`config.mk`:
```
export PLATFORM = sky130hd
export DESIGN_NAME = vram_dma_seq
export DESIGN_NICKNAME = d
export VERILOG_FILES = /design/src/rtl/vdma_pkg.sv /design/src/rtl/vdma_regs.sv /design/src/rtl/vdma_slot_gate.sv /design/src/rtl/vdma_wr_fmt.sv /design/src/rtl/vram_dma_seq.sv
export SDC_FILE = /design/constraint.sdc
export NUM_CORES = 1
export LEC_CHECK = 0
export ABC_AREA = 1
export BUFFER_PORTS_ARGS = -buffer_cell sky130_fd_sc_hd__buf_2
export CAP_MARGIN = 20
export CORE_MARGIN = 1.5
export CORE_UTILIZATION = 35
export CTS_CLUSTER_SIZE = 20
export DETAILED_ROUTE_END_ITERATION = 8
export GPL_TIMING_DRIVEN = 0
export PLACE_DENSITY = 0.64
export SLEW_MARGIN = 20
export SYNTH_ARGS = -nofsm -noshare
export SYNTH_HDL_FRONTEND = slang
export SYNTH_HIERARCHICAL = 1
export SYNTH_SLANG_ARGS = --single-unit
```
`constraint.sdc`:
```
create_clock -name clk -period 2.4 [get_ports clk]
set_clock_uncertainty 0.1 [all_clocks]
set_input_delay 0.36 -clock clk [delete_from_list [all_inputs] [get_ports clk]]
set_output_delay 0.36 -clock clk [all_outputs]
set_load 0.05 [all_outputs]
```
`src/rtl/vdma_pkg.sv`:
```
package vdma_pkg;

    typedef enum logic [2:0] {
        ST_IDLE,
        ST_FILL_ARM,
        ST_BUS,
        ST_FILL,
        ST_COPY
    } dma_state_e;

    localparam logic [2:0] SEL_SRC_LO  = 3'd0;
    localparam logic [2:0] SEL_SRC_MID = 3'd1;
    localparam logic [2:0] SEL_SRC_HI  = 3'd2;
    localparam logic [2:0] SEL_LEN_LO  = 3'd3;
    localparam logic [2:0] SEL_LEN_HI  = 3'd4;
    localparam logic [2:0] SEL_INC     = 3'd5;

    localparam logic [1:0] MODE_FILL = 2'b10;
    localparam logic [1:0] MODE_COPY = 2'b11;

    localparam int         START_BIT    = 5;
    localparam logic [4:0] CODE_VRAM_WR = 5'h01;

endpackage

```
`src/rtl/vdma_regs.sv`:
```
module vdma_regs
    import vdma_pkg::*;
(
    input  logic        clk,
    input  logic        rst_n,
    input  logic        cfg_we,
    input  logic [2:0]  cfg_sel,
    input  logic [7:0]  cfg_wdata,
    input  logic        cfg_lock,
    input  logic        dst_load,
    input  logic [15:0] dst_in,
    input  logic        step,
    output logic [7:0]  src_lo,
    output logic [7:0]  src_mid,
    output logic [7:0]  src_hi,
    output logic [15:0] dst,
    output logic        last_step
);

    logic [15:0] len_q;
    logic [7:0]  inc_q;

    always_ff @(posedge clk) begin
        if (!rst_n) begin
            src_lo  <= '0;
            src_mid <= '0;
            src_hi  <= '0;
            len_q   <= '0;
            inc_q   <= '0;
            dst     <= '0;
        end else begin
            if (cfg_we && !cfg_lock) begin
                unique case (cfg_sel)
                    SEL_SRC_LO:  src_lo       <= cfg_wdata;
                    SEL_SRC_MID: src_mid      <= cfg_wdata;
                    SEL_SRC_HI:  src_hi       <= cfg_wdata;
                    SEL_LEN_LO:  len_q[7:0]   <= cfg_wdata;
                    SEL_LEN_HI:  len_q[15:8]  <= cfg_wdata;
                    SEL_INC:     inc_q        <= cfg_wdata;
                    default: ;
                endcase
            end
            if (dst_load) begin
                dst <= dst_in;
            end
            if (step) begin
                src_lo <= src_lo + 8'd1;
                if (src_lo == 8'hFF) begin
                    src_mid <= src_mid + 8'd1;
                end
                dst   <= dst + {8'h00, inc_q};
                len_q <= len_q - 16'd1;
            end
        end
    end

    assign last_step = (len_q == 16'd1);

endmodule

```
`src/rtl/vdma_slot_gate.sv`:
```
module vdma_slot_gate (
    input  logic clk,
    input  logic rst_n,
    input  logic slot_valid,
    input  logic slot_refresh,
    input  logic slot_unused,
    input  logic wr_pending,
    output logic bus_ok,
    output logic fill_ok,
    output logic copy_ok
);

    logic prev_ref_q;

    always_ff @(posedge clk) begin
        if (!rst_n) begin
            prev_ref_q <= 1'b0;
        end else if (slot_valid) begin
            prev_ref_q <= slot_refresh;
        end
    end

    assign bus_ok  = slot_valid && !slot_refresh && !prev_ref_q;
    assign fill_ok = slot_valid && !slot_refresh && !wr_pending;
    assign copy_ok = slot_valid && slot_unused && !wr_pending;

endmodule

```
`src/rtl/vdma_wr_fmt.sv`:
```
module vdma_wr_fmt
    import vdma_pkg::*;
#(
    parameter int FIFO_LAT = 4,
    parameter int DLY_W    = 7
) (
    input  dma_state_e         state,
    input  logic               step,
    input  logic               wide_mode,
    input  logic [15:0]        dst,
    input  logic [15:0]        bus_rdata,
    input  logic [7:0]         mem_rdata,
    input  logic [7:0]         fill_hi,
    input  logic [4:0]         code_q,
    output logic               wr_valid,
    output logic [15:0]        wr_addr,
    output logic [15:0]        wr_data,
    output logic [4:0]         wr_code,
    output logic               wr_lane8,
    output logic [DLY_W-1:0]   wr_delay
);

    localparam int DLY_WIDE   = FIFO_LAT * 16;
    localparam int DLY_NARROW = FIFO_LAT * 20;

    always_comb begin
        wr_valid = step;
        wr_addr  = dst ^ 16'h0001;
        wr_data  = '0;
        wr_code  = code_q;
        wr_lane8 = 1'b1;
        wr_delay = '0;
        unique case (state)
            ST_BUS: begin
                wr_addr  = dst;
                wr_data  = bus_rdata;
                wr_lane8 = 1'b0;
                wr_delay = wide_mode ? DLY_W'(DLY_WIDE) : DLY_W'(DLY_NARROW);
            end
            ST_FILL: begin
                wr_data = {8'h00, fill_hi};
            end
            ST_COPY: begin
                wr_data = {8'h00, mem_rdata};
                wr_code = CODE_VRAM_WR;
            end
            default: ;
        endcase
    end

endmodule

```
`src/rtl/vram_dma_seq.sv`:
```
module vram_dma_seq
    import vdma_pkg::*;
#(
    parameter int FIFO_LAT = 4,
    parameter int DLY_W    = $clog2(FIFO_LAT * 20 + 1)
) (
    input  logic               clk,
    input  logic               rst_n,
    input  logic               cfg_we,
    input  logic [2:0]         cfg_sel,
    input  logic [7:0]         cfg_wdata,
    input  logic               cmd_we,
    input  logic [5:0]         cmd_code,
    input  logic [15:0]        cmd_addr,
    input  logic               data_we,
    input  logic [15:0]        data_wdata,
    input  logic               wide_mode,
    input  logic               slot_valid,
    input  logic               slot_refresh,
    input  logic               slot_unused,
    input  logic               wr_pending,
    output logic [23:0]        bus_src,
    input  logic [15:0]        bus_rdata,
    output logic [15:0]        mem_raddr,
    input  logic [7:0]         mem_rdata,
    output logic               wr_valid,
    output logic [15:0]        wr_addr,
    output logic [15:0]        wr_data,
    output logic [4:0]         wr_code,
    output logic               wr_lane8,
    output logic [DLY_W-1:0]   wr_delay,
    output logic               busy,
    output logic               done
);

    dma_state_e  state_q, state_d;
    logic [7:0]  src_lo, src_mid, src_hi;
    logic [15:0] dst;
    logic        last_step;
    logic        bus_ok, fill_ok, copy_ok;
    logic        step;
    logic        accept_cmd;
    logic [4:0]  code_q;
    logic [7:0]  fill_hi_q;

    assign accept_cmd = cmd_we && !busy;

    vdma_regs u_regs (
        .clk       (clk),
        .rst_n     (rst_n),
        .cfg_we    (cfg_we),
        .cfg_sel   (cfg_sel),
        .cfg_wdata (cfg_wdata),
        .cfg_lock  (busy),
        .dst_load  (accept_cmd),
        .dst_in    (cmd_addr),
        .step      (step),
        .src_lo    (src_lo),
        .src_mid   (src_mid),
        .src_hi    (src_hi),
        .dst       (dst),
        .last_step (last_step)
    );

    vdma_slot_gate u_gate (
        .clk          (clk),
        .rst_n        (rst_n),
        .slot_valid   (slot_valid),
        .slot_refresh (slot_refresh),
        .slot_unused  (slot_unused),
        .wr_pending   (wr_pending),
        .bus_ok       (bus_ok),
        .fill_ok      (fill_ok),
        .copy_ok      (copy_ok)
    );

    vdma_wr_fmt #(
        .FIFO_LAT (FIFO_LAT),
        .DLY_W    (DLY_W)
    ) u_fmt (
        .state     (state_q),
        .step      (step),
        .wide_mode (wide_mode),
        .dst       (dst),
        .bus_rdata (bus_rdata),
        .mem_rdata (mem_rdata),
        .fill_hi   (fill_hi_q),
        .code_q    (code_q),
        .wr_valid  (wr_valid),
        .wr_addr   (wr_addr),
        .wr_data   (wr_data),
        .wr_code   (wr_code),
        .wr_lane8  (wr_lane8),
        .wr_delay  (wr_delay)
    );

    // State register and command-side captures
    always_ff @(posedge clk) begin
        if (!rst_n) begin
            state_q   <= ST_IDLE;
            code_q    <= '0;
            fill_hi_q <= '0;
        end else begin
            state_q <= state_d;
            if (accept_cmd) begin
                code_q <= cmd_code[4:0];
            end
            if (state_q == ST_FILL_ARM && data_we && !cmd_we) begin
                fill_hi_q <= data_wdata[15:8];
            end
        end
    end

    // Next-state logic
    always_comb begin
        state_d = state_q;
        unique case (state_q)
            ST_IDLE, ST_FILL_ARM: begin
                if (cmd_we) begin
                    if (cmd_code[START_BIT]) begin
                        unique case (src_hi[7:6])
                            MODE_FILL: state_d = ST_FILL_ARM;
                            MODE_COPY: state_d = ST_COPY;
                            default:   state_d = ST_BUS;
                        endcase
                    end else begin
                        state_d = ST_IDLE;
                    end
                end else if (state_q == ST_FILL_ARM && data_we) begin
                    state_d = ST_FILL;
                end
            end
            ST_BUS, ST_FILL, ST_COPY: begin
                if (step && last_step) begin
                    state_d = ST_IDLE;
                end
            end
            default: state_d = ST_IDLE;
        endcase
    end

    // Outputs derived from the current state
    always_comb begin
        busy = 1'b0;
        step = 1'b0;
        unique case (state_q)
            ST_BUS: begin
                busy = 1'b1;
                step = bus_ok;
            end
            ST_FILL: begin
                busy = 1'b1;
                step = fill_ok;
            end
            ST_COPY: begin
                busy = 1'b1;
                step = copy_ok;
            end
            default: ;
        endcase
        done      = step && last_step;
        bus_src   = {src_hi, src_mid, src_lo};
        mem_raddr = {src_mid, src_lo} ^ 16'h0001;
    end

endmodule

```
==> results of run 1 <==
==> power groups by stage <==
stage	sequential, mW	combinational, mW	clock [mW]
after floorplan	1.75	1.96	0
after global placement	1.73	2.56	0
after detailed placement	1.73	2.58	0
after CTS	1.70	2.59	1.36
after global routing	1.73	2.84	1.42
final	1.70	2.60	1.32
==> registers in the layout, indices dropped and copies added, names as in the netlist <==
name and cells:
u_regs/dst 16, u_regs/len_q 16, fill_hi_q 8, u_regs/inc_q 8
u_regs/src_hi 8, u_regs/src_lo 8, u_regs/src_mid 8, code_q 5
state_q 3, u_gate/prev_ref_q 1
==> final cells by class <==
cell class / count / area share [%]
buffer: 63 / 6.89
inverter: 115 / 6.49
timing repair buffer: 157 / 11.5
tap: 211 / 3.86
sequential: 81 / 23.7
clock inverter: 6 / 0.621
clock buffer: 10 / 3.49
multi-input combinational: 580 / 43.5
==> through the flow <==
step	hold slack (ps)	TNS [ps]	util [%]	std cells
2_1_floorplan	337	0	-	840
3_3_place_gp	349	-124	43.0	1208
3_5_place_dp	352	-223	43.0	1208
4_1_cts	151	0	44.9	1224
5_1_grt	167	0	44.9	1223
6_report	161	0	44.9	1223
==> critical path: cells and delay by family (launching register included) <==
kind          cells  cell delay [ps]
simple gates      4              750
flops             1              350
buf+inv           2              340
==> layer usage <==
metal	GRT usage (%)	wire length (µm)	vias to the layer above
li1	-	-	3025
met2	33.0	7420	207
met3	3.33	1100	18
met5	0	0	-
met1	26.2	7550	2595
met4	6.68	241	0
==> repair_timing <==
action	4_1_cts	5_1_grt
hold endpoints to repair	0	0
gates resized for setup	1	1
setup endpoints to repair	7	8
==> cell usage in the layout, fill, tap and decap left out, types with 2 or more instances in the layout <==
| cell type | n |
|---|---|
| o21ai_1 | 8 |
| nand2_1 | 202 |
| a21oi_2 | 3 |
| nand3b_1 | 3 |
| buf_2 | 162 |
| a31oi_1 | 16 |
| o22ai_1 | 2 |
| nand2_2 | 5 |
| inv_2 | 15 |
| dfxtp_1 | 81 |
| clkinvlp_4 | 2 |
| nor2_1 | 59 |
| clkbuf_1 | 8 |
| ha_1 | 12 |
| nand3_2 | 4 |
| nor3_1 | 2 |
| a21oi_1 | 58 |
| xor2_1 | 15 |
| nor3_2 | 6 |
| clkbuf_16 | 9 |
| clkinv_2 | 2 |
| nand4_1 | 23 |
| clkbuf_8 | 5 |
| o211ai_1 | 11 |
| nor2_2 | 10 |
| inv_1 | 98 |
| or2_2 | 2 |
| buf_6 | 5 |
| nand3_1 | 81 |
| o21ai_0 | 36 |
| conb_1 | 5 |
| buf_4 | 40 |
| nor2_4 | 4 |
==> worst max-delay path by stage <==
stage                    startpoint                 to  slack (ps)  depth (start not counted)
finish              u_regs/len_q[6]               done         160                          6
detailed placement       state_q[0]      u_regs/dst[4]        -110                          9
global route             state_q[0]   u_regs/src_lo[4]          30                         13
floorplan                state_q[0]  u_regs/src_mid[2]         320                         12
CTS                 u_regs/len_q[7]               done          30                          6
global placement         state_q[0]      u_regs/dst[4]         -70                          9
==> kinds of logic (layout without fill, tap and decap cells) <==
kind of cell    count (synthesis)  in the layout
fa+ha+maj                      13             13
xor+xnor                       16             16
other cells                     1              5
compound gates                139            139
flops                          81             81
simple gates                  407            407
buf+inv                       179            351
==> flow_summary.toml, run 1 <==
[floorplan]
dieHeight_um = 128
fp.dieArea_um2 = 16500
initial_core_util_pct = 36.0
die_x_um = 128
rows = 45
num_io_pins = 171
coreArea_um2 = 15300

[drt]
ant_nets = 0
num_vias = 5845
via_per_inst = 4.78
drcViolationCount = 0
wl_per_cell_um = 13.3
drt_wl_total_mm = 16.3
drt_iter0_drc = 330
first_pass_iters = 5

[power_and_ir_drop]
p_per_area_nw_per_um2 = 821
vdd_drop_max_uv = 379
p_total_mw = 5.62
seqPwrFrac_pct = 30.3
power_frac_clock_pct = 23.5
power.leakage_nw = 3.55
power_switching_mw = 2.61
internal_power_mw = 3.01
p_comb_share_pct = 46.2
power.share.switching_pct = 46.4

[logic_synthesis]
yosys-top-cells-count = "nand2_1 (202), inv_1 (98), dfxtp_1 (81), nand3_1 (81), nor2_1 (59)"
synthAdderAreaFrac_pct = 3.10
ys_ff_latch = 81
synthesis.area_um2 = 5500
synth_top_area_cell = "dfxtp_1"
netlist_instances = 836
synth_top_family_by_area = "simple AND/OR/NAND/NOR gates"
synth_compound_area_share_pct = 14.1
synth_mux_area_share_pct = 0
synth-warning-count = 6
netlist.area_leader.share_pct = 29.5
ys_seq_area_share_pct = 29.5
synth_xor_area_share_pct = 2.55
async_flop_share_pct = 0
synth_ff_type = "dfxtp_1"
ys_top_cells_by_area = "dfxtp_1 (29%), nand2_1 (14%), nand3_1 (7.4%)"
yosysMostFrequentCell = "nand2_1"
synth_edf_count = 0
synth-simple-area-share_pct = 34.0
ys_types = 45
synth_area_per_cell_um2 = 6.58

[global_route]
grt_max_degree = 15
antenna_found_initial = 0
grtUsageTotal_pct = 19.8
grt_pass1_wl_mm = 25.6
grt_overflow = 0
grt_pass1_vias = 5096

[final_layout]
area_growth_pct = 24.5
multi_input_area_um2 = 2980
nFillCells = 1612
diodes = 0
regArea_um2 = 1620
stdcell_area_um2 = 6850
layout.nets = 1103
drive_gt1_share_pct = 27.9

[setup_path]
critPathRequiredTime_ps = 1940
r2r-start = "state_q[0]"
crit_path_cell_trace = "nor2_1 -> nand3_1 -> nor3_2 -> nand2_2 -> inv_1 -> buf_2"
ff2ff_path_depth = 9
critPathMaxStageDelay_ps = 350
worstSetupPathType = "reg2out"
crit_path_top_delay_cell = "dfxtp_1"
r2r_setup_slack_ps = 240
crit_fanout = 5
cp.arrival_ps = 1780
start_kind = "flop"
crit_path_end_kind = "primary output"
timing.rr.end = "u_regs/dst[4]"

[timing]
layout_setup_ws_ps = 157
hold_viol = 0
grt_setup_unrepaired = "no"
period_needed_ps = 2240
slew_headroom_pct = 50.6
worst_pin_slew_ps = 741
slew_viol_final = 0
finalSetupViolations = 0
max_freq_ghz = 0.446
fin_crit_sh_pct = 93.5

[place]
hpwl_mm = 12.5
post_dp_cell_area_um2 = 6560
gp_congestion = 0.882
place_ws_ps = -108
port_buffers = 157

[clock_tree]
cts-hold-fix-buffers = 0
cts_sinks = 81
cts_tree = "done"
postCtsSetupRepairBufs = 0
cts_made_buffers = 9
cts_buffer_depth = 2
clock_latency_ps = 350
root_buffer = "clkbuf_16"
clkTransAtPathRegs_ps = 60
htree_num_levels = 3

[worst_hold_path]
hold_start = "cmd_code[0]"
hold_depth = 3
min_path_type = "in2reg"
hold_path_end = "code_q[0]"

[flow_run]
drv_cap = 0

[outcome]
status = "finished clean"
Note: power is estimated with default switching activity, not from simulation.
==> run 2: changes to the inputs <==
--- a/config.mk
+++ b/config.mk
@@ -9,12 +9,11 @@
 export BUFFER_PORTS_ARGS = -buffer_cell sky130_fd_sc_hd__buf_2
 export CAP_MARGIN = 20
 export CORE_MARGIN = 1.5
-export CORE_UTILIZATION = 35
+export CORE_UTILIZATION = 46
 export CTS_CLUSTER_SIZE = 20
 export DETAILED_ROUTE_END_ITERATION = 8
 export GPL_TIMING_DRIVEN = 0
-export PLACE_DENSITY = 0.64
-export SLEW_MARGIN = 20
+export PLACE_DENSITY = 0.79
 export SYNTH_ARGS = -nofsm -noshare
 export SYNTH_HDL_FRONTEND = slang
 export SYNTH_HIERARCHICAL = 1
==> constraint.sdc (replaced) <==
create_clock -name clk -period 2.4 [get_ports clk]
set_clock_uncertainty 0.1 [all_clocks]
set_input_delay 0.48 -clock clk [delete_from_list [all_inputs] [get_ports clk]]
set_output_delay 0.48 -clock clk [all_outputs]
set_load 0.05 [all_outputs]
==> flow_summary.toml, run 2 (synthesized netlist as in run 1, its figures left out) <==
[outcome]
status = "complete, but fails checks"
failed_checks = "DRC"

[timing]
grt_setup_unrepaired = "no"
holdWs_ps = 291
fin_tns_setup_ps = 0
slew_viol_final = 0
worst_pin_slew_ps = 634
hold_viol = 0
slew_headroom_pct = 57.8
max_freq_ghz = 0.440
finalSetupViolations = 0
fin_crit_sh_pct = 94.6
period_needed_ps = 2270

[place]
port_buffers = 157
gp_congestion = 0.914
placedCellCount = 1140
hpwl_mm = 11.5

[global_route]
grtUsageTotal_pct = 23.5
grt_overflow = 0
grt_pass1_wl_mm = 23.9
grt_pass1_vias = 5120
grt_max_degree = 16
antenna_found_initial = 0

[final_layout]
reg.largest.list = "u_regs/dst: 16 flops, u_regs/len_q: 16 flops"
postLayoutCoreUtil_pct = 58.8
fin_cells = 1155
layout.nets = 1103
final_common_cell = "nand2_1"
mostFrequentLayoutCells = "nand2_1 (202), buf_2 (161), inv_1 (98)"
nFillCells = 1124
area_growth_pct = 23.2
diodes = 0
drive_gt1_share_pct = 27.9

[drt]
top_layer = "met4"
num_vias = 5945
ant_nets = 0
drt_iter0_drc = 478
wl_met2_mm = 7.08
via_per_inst = 5.15
first_pass_iters = 8
drcViolationCount = 15
drt-met1-wl_mm = 6.68
drt_wl_total_mm = 15.1
wl_per_cell_um = 13.0
dr_wl_met3_mm = 1.05

[setup_path]
crit_path_cell_trace = "nor2_1 -> nand3_1 -> nor3_2 -> nand2_2 -> inv_1 -> clkbuf_4"
critPathRequiredTime_ps = 1820
timing.rr.end = "u_regs/len_q[15]"
crit_fanout = 4
crit_cells = 6
crit_path_end_kind = "primary output"
critPathTopFamily = "simple AND/OR/NAND/NOR gates"
critPathMaxStageDelay_ps = 340
start_kind = "flop"
critPathBufInv = 2
ff2ff_path_depth = 10
crit_start = "u_regs/len_q[7]"
r2r-start = "state_q[0]"
r2r_setup_slack_ps = 190
cp.arrival_ps = 1690
worstSetupEndpoint = "done"
crit_path_top_delay_cell = "dfxtp_1"
worstSetupPathType = "reg2out"

[floorplan]
initial_core_util_pct = 47.7
coreArea_um2 = 11500
dieHeight_um = 112
num_io_pins = 171
die_x_um = 112
fp.dieArea_um2 = 12600
rows = 39

[clock_tree]
root_buffer = "clkbuf_16"
cts_tree = "done"
cts_sinks = 81
clkTransAtPathRegs_ps = 60
cts_buffer_depth = 2
clock_latency_ps = 340
cts_made_buffers = 9
cts-hold-fix-buffers = 0
htree_num_levels = 3

[worst_hold_path]
hold_depth = 3
min_path_type = "in2reg"

[power_and_ir_drop]
vdd_drop_max_uv = 304
p_total_mw = 5.62
p_per_area_nw_per_um2 = 830
power.leakage_nw = 3.55

[flow_run]
drv_cap = 0
run 2: cell count changes in the layout (fill, tap and decap cells not counted):
| cell | delta |
|---|---|
| inv_6 | +1 |
| clkinv_2 | -2 |
| buf_2 | -1 |
| clkbuf_4 | +1 |
| clkinv_4 | +1 |
run 2: how the worst min path moves through the flow:
stage                    startpoint               to  slack, ps
finish                  cmd_code[1]        code_q[1]        290
global route            cmd_code[3]        code_q[3]        300
CTS                     cmd_code[3]        code_q[3]        280
detailed placement     fill_hi_q[5]     fill_hi_q[5]        360
global placement       fill_hi_q[6]     fill_hi_q[6]        350
floorplan           u_regs/len_q[1]  u_regs/len_q[1]        340
run 2: metrics by stage:
stage | setup WS [ps] | instance area, µm²
final | 130 | 6770
after global routing | 18.6 | 6770
after CTS | 80.5 | 6770
after detailed placement | -87.3 | 6480
after global placement | -39.3 | 6480
after floorplan | 315 | 5510
run 2: repair_timing:
action | 4_1_cts | 5_1_grt
resized for setup | 2 | 1
endpoints found under the setup margin | 5 | 3
setup buffers | 0 | 0
gates cloned | 0 | 0
run 2: worst min-delay path, delay by kind of cell:
family / cells / cell delay (ps)
buf+inv: 1 / 100
simple gates: 1 / 50
compound gates: 1 / 50
run 2: layout make-up:
| cell class | instances | area [µm²] | share of cell area (%) |
|---|---|---|---|
| timing repair buffer | 157 | 788 | 11.6 |
| buffer | 63 | 472 | 6.97 |
| inverter | 115 | 444 | 6.56 |
| multi-input combinational | 580 | 2980 | 44.0 |
| clock buffer | 10 | 239 | 3.53 |
| tap | 143 | 179 | 2.64 |
| clock inverter | 6 | 50.0 | 0.739 |
| sequential | 81 | 1620 | 23.9 |
run 2: routing by layer:
layer	vias up	global-route usage, %
li1	3030	-
met1	2662	30.3
met2	229	39.8
met3	24	4.32
met4	0	7.51
met5	-	0
run 2: power by group:
| group | switching, mW | leakage (nW) | internal [mW] |
|---|---|---|---|
| combinational | 1.81 | 2.76 | 0.775 |
| clock | 0.586 | 0.136 | 0.740 |
| sequential | 0.196 | 0.660 | 1.51 |
==> run 3: changes to the inputs <==
--- a/config.mk
+++ b/config.mk
@@ -5,7 +5,6 @@
 export SDC_FILE = /design/constraint.sdc
 export NUM_CORES = 1
 export LEC_CHECK = 0
-export ABC_AREA = 1
 export BUFFER_PORTS_ARGS = -buffer_cell sky130_fd_sc_hd__buf_2
 export CAP_MARGIN = 20
 export CORE_MARGIN = 1.5
@@ -13,7 +12,7 @@
 export CTS_CLUSTER_SIZE = 20
 export DETAILED_ROUTE_END_ITERATION = 8
 export GPL_TIMING_DRIVEN = 0
-export PLACE_DENSITY = 0.79
+export PLACE_DENSITY = 0.8
 export SYNTH_ARGS = -nofsm -noshare
 export SYNTH_HDL_FRONTEND = slang
 export SYNTH_HIERARCHICAL = 1
==> flow_summary.toml, run 3 <==
[outcome]
status = "complete, but fails checks"
failed_checks = "setup timing"

[power_and_ir_drop]
power.leakage_nw = 3.17
vdd_drop_max_uv = 274
p_total_mw = 3.44
p_per_area_nw_per_um2 = 505

[logic_synthesis]
ys_top_cells_by_area = "dfxtp_1 (32%), mux2i_1 (6.7%), buf_4 (5.4%)"
netlist.area_leader.share_pct = 32.2
synth_top_area_cell = "dfxtp_1"
yosysMostFrequentCell = "dfxtp_1"
synth-warning-count = 6
ys_seq_area_share_pct = 32.2
synth_edf_count = 0
ys_ff_latch = 81
synthesis.area_um2 = 5040
netlist_instances = 599
ys_types = 70
synth_ff_type = "dfxtp_1"
yosys-top-cells-count = "dfxtp_1 (81), nand2_1 (56), a21oi_1 (48), nor2_1 (48), buf_4 (36)"
synth_area_per_cell_um2 = 8.42
async_flop_share_pct = 0

[setup_path]
cp.arrival_ps = 2320
start_kind = "flop"
r2r_setup_slack_ps = -80
crit_path_end_kind = "primary output"
worstSetupPathType = "reg2out"
worstSetupEndpoint = "done"
crit_start = "u_regs/len_q[8]"
critPathRequiredTime_ps = 1820
timing.rr.end = "u_regs/src_lo[2]"
ff2ff_path_depth = 8
crit_fanout = 4
r2r-start = "state_q[2]"

[final_layout]
stdcell_area_um2 = 6810
diodes = 0
fin_cells = 943
area_growth_pct = 34.9
mostFrequentLayoutCells = "buf_2 (150), dfxtp_1 (74), buf_4 (68)"
layout.nets = 894
reg.largest.list = "u_regs/dst: 16 flops, u_regs/len_q: 16 flops"
final_common_cell = "buf_2"
drive_gt1_share_pct = 41.0

[timing]
hold_viol = 0
grt_setup_unrepaired = "yes"
slew_viol_final = 0
finalSetupViolations = 5
max_freq_ghz = 0.345
fin_crit_sh_pct = 121
worst_pin_slew_ps = 732
fin_tns_setup_ps = -640
slew_headroom_pct = 50.9
period_needed_ps = 2900
layout_setup_ws_ps = -496

[floorplan]
rows = 38
coreArea_um2 = 10700
dieHeight_um = 108
initial_core_util_pct = 46.9
fp.dieArea_um2 = 11600
num_io_pins = 171
die_x_um = 108

[clock_tree]
clock_latency_ps = 370
root_buffer = "clkbuf_8"
htree_num_levels = 3
cts_sinks = 81
clkTransAtPathRegs_ps = 90
cts-hold-fix-buffers = 0
cts_made_buffers = 9
cts_tree = "done"
cts_buffer_depth = 2

[global_route]
grtUsageTotal_pct = 27.0
grt_pass1_vias = 5195
grt_overflow = 0
antenna_found_initial = 0
grt_pass1_wl_mm = 24.7
grt_max_degree = 15

[drt]
wl_per_cell_um = 16.7
first_pass_iters = 5
drcViolationCount = 0
drt_iter0_drc = 352
ant_nets = 0
via_per_inst = 5.75
drt_wl_total_mm = 15.8
num_vias = 5420

[place]
hpwl_mm = 11.0
post_dp_cell_area_um2 = 6130
port_buffers = 156
placedCellCount = 899
gp_congestion = 0.916

[flow_run]
drv_cap = 0

[worst_hold_path]
min_path_type = "in2reg"
==> run 3: critical path, stage by stage (launching register included) <==
cell	delay, ps
dfxtp_2	340
or4_4	540
or4_4	530
nor4_4	210
and2_4	200
buf_8	140
==> run 3: per-stage QoR <==
stage	utilization, %	worst slack, ps	hold WS (ps)
2_1_floorplan	-	-67.2	330
3_3_place_gp	57.0	-608	340
3_5_place_dp	57.0	-663	346
4_1_cts	61.7	-572	242
5_1_grt	63.3	-555	255
6_report	63.3	-496	248
==> run 3: layout make-up <==
| type | count | area [µm²] |
|---|---|---|
| flip-flops and latches | 81 | 1640 |
| well taps | 140 | 175 |
| clock buffers | 10 | 128 |
| fillers | 891 | 3940 |
| clock inverters | 6 | 91.3 |
| repair buffers | 186 | 1050 |
| inverters | 13 | 48.8 |
| plain buffers | 63 | 455 |
| multi-input cells | 444 | 3220 |
==> run 3: per-layer routing <==
| layer | global-route usage [%] | vias up | routed length (µm) |
|---|---|---|---|
| met4 | 14.5 | 0 | 478 |
| met3 | 4.72 | 42 | 1040 |
| met2 | 46.6 | 251 | 7850 |
| met1 | 31.8 | 2573 | 6410 |
| li1 | - | 2554 | - |
| met5 | 0 | - | 0 |
==> run 3: kinds of logic (layout without fill, tap and decap cells) <==
| family | Yosys count | after routing | synth area share (%) |
|---|---|---|---|
| DFF | 81 | 81 | 32.2 |
| and+or+nand+nor | 224 | 224 | 25.9 |
| buffers and inverters | 78 | 278 | 8.98 |
| muxes | 42 | 42 | 8.53 |
| AOI/OAI and AO/OA | 152 | 152 | 19.5 |
| other | 1 | 5 | 0.0744 |
| adders and majority gates | 13 | 13 | 3.37 |
| xor gates and xnor gates | 8 | 8 | 1.39 |
==> run 3: worst min path at each step <==
stage,endpoint,slack [ps],from,cells past startpoint
finish,code_q[1],250,cmd_code[1],3
global route,fill_hi_q[5],250,data_wdata[13],3
CTS,code_q[1],240,cmd_code[1],3
detailed placement,code_q[3],350,code_q[3],2
global placement,code_q[0],340,code_q[0],2
floorplan,code_q[0],330,code_q[0],2
==> run 3: power by group <==
group / switching, mW / leakage, nW / total (mW) / internal (mW)
registers: 0.0628 / 0.663 / 1.46 / 1.40
logic: 0.526 / 2.40 / 0.844 / 0.318
clock network: 0.547 / 0.0991 / 1.14 / 0.590
total: 1.14 / 3.17 / 3.44 / 2.30
==> run 3: timing repair <==
item                                    in CTS  in global routing
pin swaps                                    7                 11
resized for setup                           34                 48
cloned                                       1                  0
endpoints found under the setup margin      57                 53
buffers inserted                            20                  9
